[src/rtl/smb_addr_tmo.sv]
module smb_addr_tmo #(
  parameter int TMO_TICKS = 35000,
  parameter logic [6:0] DEV_ADDR   = 7'b1100001,
  parameter logic [6:0] HOST_ADDR  = 7'b0001000,
  parameter logic [6:0] ALERT_ADDR = 7'b0001100
) (
  input  logic       clk,
  input  logic       rst_n,
  input  logic       smb_en,
  input  logic       host_sel,
  input  logic       arp_en,
  input  logic       alert_en,
  input  logic [6:0] addr,
  input  logic       addr_vld,
  input  logic       own_match,
  output logic       ack,
  input  logic       scl_in,
  input  logic       tick,
  input  logic       tmo_clr,
  output logic       tmo_flag
);
  localparam int CW = $clog2(TMO_TICKS + 1);

  logic hit_dev, hit_host, hit_alert, ack_nxt;
  logic [CW-1:0] low_cnt;
  logic at_lim;

  assign hit_dev   = smb_en & arp_en & ~host_sel & (addr == DEV_ADDR);
  assign hit_host  = smb_en & arp_en &  host_sel & (addr == HOST_ADDR);
  assign hit_alert = smb_en & alert_en & (addr == ALERT_ADDR);
  assign ack_nxt   = own_match | hit_dev | hit_host | hit_alert;

  always_ff @(posedge clk or negedge rst_n)
    if (!rst_n)        ack <= 1'b0;
    else if (addr_vld) ack <= ack_nxt;

  assign at_lim = (low_cnt == CW'(TMO_TICKS));

  always_ff @(posedge clk or negedge rst_n)
    if (!rst_n)                              low_cnt <= '0;
    else if (scl_in || !smb_en)              low_cnt <= '0;
    else if (tick && !at_lim)                low_cnt <= low_cnt + 1'b1;

  always_ff @(posedge clk or negedge rst_n)
    if (!rst_n)       tmo_flag <= 1'b0;
    else if (tmo_clr) tmo_flag <= 1'b0;
    else if (smb_en && !scl_in && tick && low_cnt == CW'(TMO_TICKS - 1))
      tmo_flag <= 1'b1;

  AST_ACK_HOLD: assert property (@(posedge clk) disable iff (!rst_n)
    !addr_vld |=> $stable(ack));
  AST_OWN_ACK: assert property (@(posedge clk) disable iff (!rst_n)
    (addr_vld && own_match) |=> ack);
  AST_PLAIN_I2C: assert property (@(posedge clk) disable iff (!rst_n)
    (addr_vld && !smb_en) |=> (ack == $past(own_match)));
  AST_CNT_CLEAR: assert property (@(posedge clk) disable iff (!rst_n)
    scl_in |=> (low_cnt == '0));
  AST_CNT_BOUND: assert property (@(posedge clk) disable iff (!rst_n)
    low_cnt <= CW'(TMO_TICKS));
  AST_FLAG_STICKY: assert property (@(posedge clk) disable iff (!rst_n)
    (tmo_flag && !tmo_clr) |=> tmo_flag);
  AST_FLAG_CLR: assert property (@(posedge clk) disable iff (!rst_n)
    tmo_clr |=> !tmo_flag);
  AST_NO_RETRIG: assert property (@(posedge clk) disable iff (!rst_n)
    (at_lim && !scl_in && smb_en) |=> !$rose(tmo_flag));
endmodule

[config.mk]
export PLATFORM = sky130hd
export DESIGN_NAME = smb_addr_tmo
export DESIGN_NICKNAME = d
export VERILOG_FILES = /design/src/rtl/smb_addr_tmo.sv
export SDC_FILE = /design/constraint.sdc
export NUM_CORES = 1
export LEC_CHECK = 0
export BUFFER_PORTS_ARGS = -buffer_cell sky130_fd_sc_hd__buf_2
export CAP_MARGIN = 10
export CORE_MARGIN = 3
export CORE_UTILIZATION = 53
export CTS_CLUSTER_SIZE = 25
export DETAILED_ROUTE_END_ITERATION = 10
export PLACE_DENSITY = 0.79
export RECOVER_POWER = 100
export SLEW_MARGIN = 10
export SYNTH_ARGS = -nofsm -noshare
export SYNTH_HDL_FRONTEND = slang
export SYNTH_SLANG_ARGS = --single-unit
export TNS_END_PERCENT = 5
[constraint.sdc]
create_clock -name clk -period 2.3 [get_ports clk]
set_clock_uncertainty 0.1 [all_clocks]
set_input_delay 0.575 -clock clk [delete_from_list [all_inputs] [get_ports clk]]
set_output_delay 0.575 -clock clk [all_outputs]
set_load 0.05 [all_outputs]
==> summary.md, run 1 <==
| Metric | Value |
|---|---|
| Outcome | `finished, final reports clean` |
| CTS resizes | `0` |
| F_max | `0.5166 GHz` |
| Seq/Total Area, Yosys | `0.4301` |
| RSZ-0062 raised after global routing | `no` |
| Setup total negative slack | `0 ns` |
| Final hold violation count | `0` |
| VDD IR max | `approximately 0.33 mV` |
| Top cell type's share of synthesized area | `0.4301` |
| Most frequent cell after synthesis | `dfrtp_1` |
| First-pass GRT wire length | `3988 um` |
| Initial antenna violation count | `0` |
| DIE AREA | `2545 um^2` |
| CTS tree | `done` |
| Arrival time worst endpoint | `about 2.1 ns` |
| Yosys warnings | `0` |
| Area leader, netlist | `dfrtp_1` |
| Final WL | `2319 um` |
| Post-synth EDFFs | `0` |
| Main flop type after synthesis | `dfrtp_1` |
| Critical path cell sequence | `or4_1 -> nand4bb_1 -> a211oi_1 -> a41o_1` |
| Vias | `947` |
| Worst-margin pin slew | `0.9584 ns` |
| Max Fanout on Critical Path | `5` |
| Buf+Inv Stages, Crit Path | `0` |
| DRC | `0` |
| Io pins | `20` |
| Post-synth ARST share | `1.000` |
| Cells after synthesis | `about 120` |
| Die height | `50.45 um` |
| CP endpoint kind | `register` |
| Crit path kind | `register to register` |
| DPL Wire Length | `about 1800 um` |
| Drt pass-1 iters | `4` |
| Leading post-synthesis cells by instance count | `dfrtp_1 (18), nor2_1 (11), nand2_1 (10)` |
| Power Density | `483.9 nW/um^2` |
| Vias/cell | `5.882` |
| Final core occ | `0.6535` |
| Top delay family on crit path | `simple AND/OR/NAND/NOR gates` |
| Wirelength per Cell | `14.40 um` |
| CTS root buf | `clkbuf_4` |
| Final Max Slew Viols | `0` |
| Worst rel slew slack | `0.3611` |
| Synth-to-layout area growth | `12.43%` |
| Hold crit path type | `primary input to asynchronous set/reset pin` |
| Worst-Skew Late Latency | `0.30 ns` |
| Mean post-synth cell area | `9.028 um^2` |
| Clock sinks | `18` |
| H-Tree Depth | `1` |
| Gr ovfl total | `0` |
| Syn Nets | `136` |
| Width of the die | `50.45 um` |
| Core area | `1802 um^2` |
| Clock transition at path regs | `approximately 0.1 ns` |
| Worst Path Required | `2.44 ns` |
| Initial Utilization | `0.5812` |
| Vias in the first global route | `936` |
| Final ANT Viol Nets | `0` |
| CP startpoint kind | `register` |
| Gr usage total | `0.2095` |
| IO Port Bufs | `19` |
| Routability cong. | `0.8476` |
| Max-Cap Viols | `0` |
| Final setup viols | `0` |
| Rows | `15` |
| Post-CTS setup buffer count | `0` |
| FF+latch count, synth | `18` |
| Diode count | `0` |
| Final #Nets | `157` |
| Clock Tree Buf Depth | `2` |
| Crit path max-delay cell type | `or4_1` |
| Crit share post-route | `0.8416` |
| Min Tclk post-route | `1.936 ns` |
| CTS buffer count | `3` |
| Most area-consuming cells after synthesis | `dfrtp_1 (43%), o21ai_0 (4.3%), nand4_1 (4.2%), nor2_1 (3.9%), a21oi_1 (3.8%)` |
| Layout cells sized above 1 | `0.1691` |
| Lkg Pwr | `~0.00047 uW` |
| Max stage delay on crit path | `0.55 ns` |
| Synth unique cells | `33` |
| Mapped cell area | `approximately 1000 um^2` |
| Detailed Route Iter0 Violations | `17` |
| CTS Hold Bufs | `0` |
| Largest net degree at the start of global routing | `19` |
## placed cells by master, fill, tap and decap left out
cell type and instances:
nor3_1 2, and3b_1 1, and4_1 1, dfrtp_1 18, o21ai_0 9, a21oi_1 8
buf_1 1, buf_4 1, nand3_1 6, nand2_1 10, a211oi_1 2, and3_2 1
clkbuf_8 1, a31o_1 1, or3_1 6, nand4bb_1 1, buf_2 15, mux2i_1 1
clkbuf_1 3, nor4_1 3, or2_2 1, nand4_1 7, a31oi_1 1, and2_0 1
xnor2_1 3, nor2b_1 1, a41o_1 1, and4bb_2 1, ha_1 2, or4_1 1
nand3b_1 1, nor2_1 11, xor2_1 3, inv_1 4, clkbuf_4 3, nand4b_1 2
nand2b_1 1, nor4b_1 1
## where the power goes
group          internal (uW)  leakage [uW]  switching, uW  total (uW)
Sequential               319      0.000249           2.40         322
Combinational           18.0      0.000205           33.0        51.0
Clock                   96.7     0.0000210            100         197
Total                    434      0.000475            136         570
## kinds of logic after synthesis
kind of cell,after synthesis,synth area share
adders and majority gates,2,0.02389
muxes,1,0.009558
buffers and inverters,8,0.02867
DFF,18,0.4301
AOI/OAI and AO/OA,22,0.1195
xor gates and xnor gates,6,0.05019
and+or+nand+nor,59,0.3382
## worst register-to-register path, stage by stage, from the launching register on
cell and delay [ns]:
dfrtp_1 0.45, or4_1 0.55, nand4bb_1 0.33, a211oi_1 0.31, a41o_1 0.14
## final timing paths
| check | start | to | slack (ns) | cells past startpoint |
|---|---|---|---|---|
| min reg2reg | ack | ack | 0.43 | 2 |
| max reg2reg | low_cnt[13] | low_cnt[1] | 0.36 | 4 |
| max in group asynchronous | rst_n | low_cnt[10] | 1.23 | 1 |
| min in group clk | tmo_clr | tmo_flag | 0.32 | 2 |
| max | low_cnt[13] | low_cnt[1] | 0.36 | 4 |
| min | rst_n | low_cnt[3] | 0.29 | 1 |
## flip-flops by register name, indices dropped and copies added, names as in the netlist
signal / flops
ack: 1
tmo_flag: 1
low_cnt: 16
## cell type report
type	count	area, um^2
fill	166	624.3
multi-input combinational	90	546.8
sequential	18	450.4
timing repair buffer	20	97.59
clock buffer	4	36.28
tap	25	31.28
inverter	4	15.01
## through the flow
step / power (uW) / cell area, um^2 / hold slack (ns) / instances / setup slack, ns
final: 569.7 / 1177 / 0.2904 / 161 / 0.3643
after floorplan: 350.3 / 1047 / 0.1794 / 116 / 0.6046
after detailed placement: 380.3 / 1166 / 0.4005 / 157 / 0.4397
after global routing: 596.7 / 1177 / 0.3157 / 161 / 0.2498
after CTS: 577.8 / 1202 / 0.08866 / 161 / 0.4720
after global placement: 377.6 / 1166 / 0.3781 / 157 / 0.5112
## metal layers
layer | vias to the layer above | track usage | wire (um)
met3 | 7 | 0.02671 | 79
met5 | - | 0 | 0
met1 | 450 | 0.2519 | 1077
li1 | 466 | - | -
met4 | 0 | 0.1256 | 74
met2 | 24 | 0.3543 | 1087
Note: power is estimated with default switching activity, not from simulation.
==> run 2: changes to the inputs <==
==> constraint.sdc (replaced) <==
create_clock -name clk -period 1.8 [get_ports clk]
set_clock_uncertainty 0.1 [all_clocks]
set_input_delay 0.45 -clock clk [delete_from_list [all_inputs] [get_ports clk]]
set_output_delay 0.45 -clock clk [all_outputs]
set_load 0.05 [all_outputs]
==> run 2 against run 1 <==
Via count shrank 2.9%. Flip-flop and latch count is the same. Cell count is 2.5% higher. First-iteration DRC count down 24%. Sequential share of layout area shrank 1.9 points. Critical path type unchanged. Highest routed layer unchanged.
==> summary.md, run 2 (synthesis results as in run 1) <==
| Metric | Value |
|---|---|
| Lkg Pwr | `0.0004996 uW (+5.2%)` |
| Final Max Slew Viols | `0 (unchanged)` |
| Detailed Route Iter0 Violations | `13 (-4)` |
| Reg with most FFs | `low_cnt` |
| Outcome | `finished, final reports clean` |
| Layout cells sized above 1 | `0.2357 (+0.06660)` |
| Crit path kind | `register to register` |
| Gr ovfl total | `0 (unchanged)` |
| Clock transition at path regs | `0.10 ns (about the same)` |
| Top flop regs | `low_cnt (16), ack (1), tmo_flag (1)` |
| Min Tclk post-route | `1.753 ns (-0.1831 ns)` |
| IO Port Bufs | `19 (unchanged)` |
| Core area | `1802 um^2 (unchanged)` |
| Vias/cell | `5.576 (-5.2%)` |
| Rows | `15 (unchanged)` |
| Final setup viols | `0 (unchanged)` |
| CTS buffer count | `3 (unchanged)` |
| Post-CTS setup buffer count | `0 (unchanged)` |
| Power Density | `581.9 nW/um^2 (+20%)` |
| Hold crit path type | `primary input to register` |
| Max Fanout on Critical Path | `5 (unchanged)` |
| RSZ-0062 raised after global routing | `yes` |
| CP endpoint kind | `register` |
| H-Tree Depth | `1 (unchanged)` |
| Filler Cells Inserted | `149 (-10%)` |
| Wirelength per Cell | `13.48 um (-6.4%)` |
| Diode count | `0 (unchanged)` |
| Final #Nets | `161 (+2.5%)` |
| Routability cong. | `0.8805 (+3.9%)` |
| Io pins | `20 (unchanged)` |
| VDD IR max | `0.6254 mV (+87%)` |
| Worst-Skew Late Latency | `0.29 ns (about the same)` |
| Max-Cap Viols | `0 (unchanged)` |
| Final WL | `2224 um (-4.1%)` |
| Placement Setup Slack | `0.06123 ns (-0.3785 ns)` |
| Drt pass-1 iters | `4 (unchanged)` |
| Final hold violation count | `0 (unchanged)` |
| Final ANT Viol Nets | `0 (unchanged)` |
| Largest net degree at the start of global routing | `19 (unchanged)` |
| Initial antenna violation count | `0 (unchanged)` |
| Worst Path Required | `1.93 ns (-0.51 ns)` |
| Gr usage total | `0.1932 (-0.01633)` |
| Initial Utilization | `0.5812 (unchanged)` |
| Most frequent cells in the layout | `dfrtp_1 (17), buf_2 (17), nor2_1 (11), nand2_1 (10), o21ai_0 (9)` |
| Clock sinks | `18 (unchanged)` |
| Max reg flops | `16 (unchanged)` |
| CTS tree | `done` |
| DIE AREA | `2545 um^2 (unchanged)` |
| Total Power | `723.0 uW (+27%)` |
| DRC | `0 (unchanged)` |
| CTS root buf | `clkbuf_4` |
| Vias | `920 (-2.9%)` |
| First-pass GRT wire length | `3781 um (-5.2%)` |
| Synth-to-layout area growth | `18.64%` |
| Arrival time worst endpoint | `1.88 ns (-0.20 ns)` |
| Setup ws final | `0.04745 ns (-0.3169 ns)` |
| CP startpoint kind | `register` |
| Crit share post-route | `0.9736 (+0.1320)` |
| Width of the die | `50.45 um (unchanged)` |
| Die height | `50.45 um (unchanged)` |
| Setup total negative slack | `0 ns (unchanged)` |
| F_max | `0.5706 GHz (+10%)` |
| DPL Wire Length | `1671 um (-5.8%)` |
| Clock Tree Buf Depth | `2 (unchanged)` |
| Worst rel slew slack | `0.3707 (+0.009675)` |
| Vias in the first global route | `873 (-6.7%)` |
| Worst-margin pin slew | `0.9439 ns (-0.01451 ns)` |
## run 2: report_power, final
part	switching [uW]	leakage (uW)	internal, uW
registers	3.26	0.000247	408
logic	41.4	0.000232	25.2
clock network	122	0.0000210	123
total	167	0.000500	556
## run 2: repair_timing
action                                 CTS  global route
hold buffers                             1             0
setup endpoints to repair                0             5
endpoints found under the hold margin   18             0
gates resized for setup                  0             3
## run 2: metal layers
metal  global-route usage  vias to the layer above  part of all wire
li1                     -                      472                 -
met1               0.2296                      418              0.45
met2               0.3500                       26              0.49
met3              0.03858                        4             0.041
met4              0.05381                        0             0.014
met5                    0                        -                 0
## run 2: area by class of cell
| cell class | count | area, um^2 | share of cell area |
|---|---|---|---|
| timing repair buffer | 24 | 132.6 | 0.1067 |
| clock buffer | 4 | 36.28 | 0.02920 |
| tap | 25 | 31.28 | 0.02518 |
| inverter | 4 | 15.01 | 0.01208 |
| multi-input combinational | 90 | 575.6 | 0.4632 |
| sequential | 18 | 451.7 | 0.3635 |
## run 2: per-stage QoR
stage,cell area (um^2),util,hold WS [ns],cells
floorplan,1047,-,0.05441,116
global placement,1189,0.6597,0.2954,160
detailed placement,1189,0.6597,0.2990,160
CTS,1235,0.6854,0.1852,165
global route,1242,0.6896,0.1958,165
finish,1242,0.6896,0.1948,165
## run 2: critical path: stages, from the launching register on
cell and delay, ns:
dfrtp_1 0.43, or4_4 0.52, nand4bb_4 0.27, a211oi_1 0.26, a41o_1 0.12
## run 2: worst paths after layout
check,startpoint,endpoint,slack (ns),cells after the start
hold reg to reg,ack,ack,0.41,2
setup reg to reg,low_cnt[12],low_cnt[1],0.05,4
hold / removal,tmo_clr,tmo_flag,0.19,2
setup / recovery,low_cnt[12],low_cnt[1],0.05,4
max in group asynchronous,rst_n,low_cnt[7],0.26,2
min in group asynchronous,rst_n,low_cnt[11],0.71,2
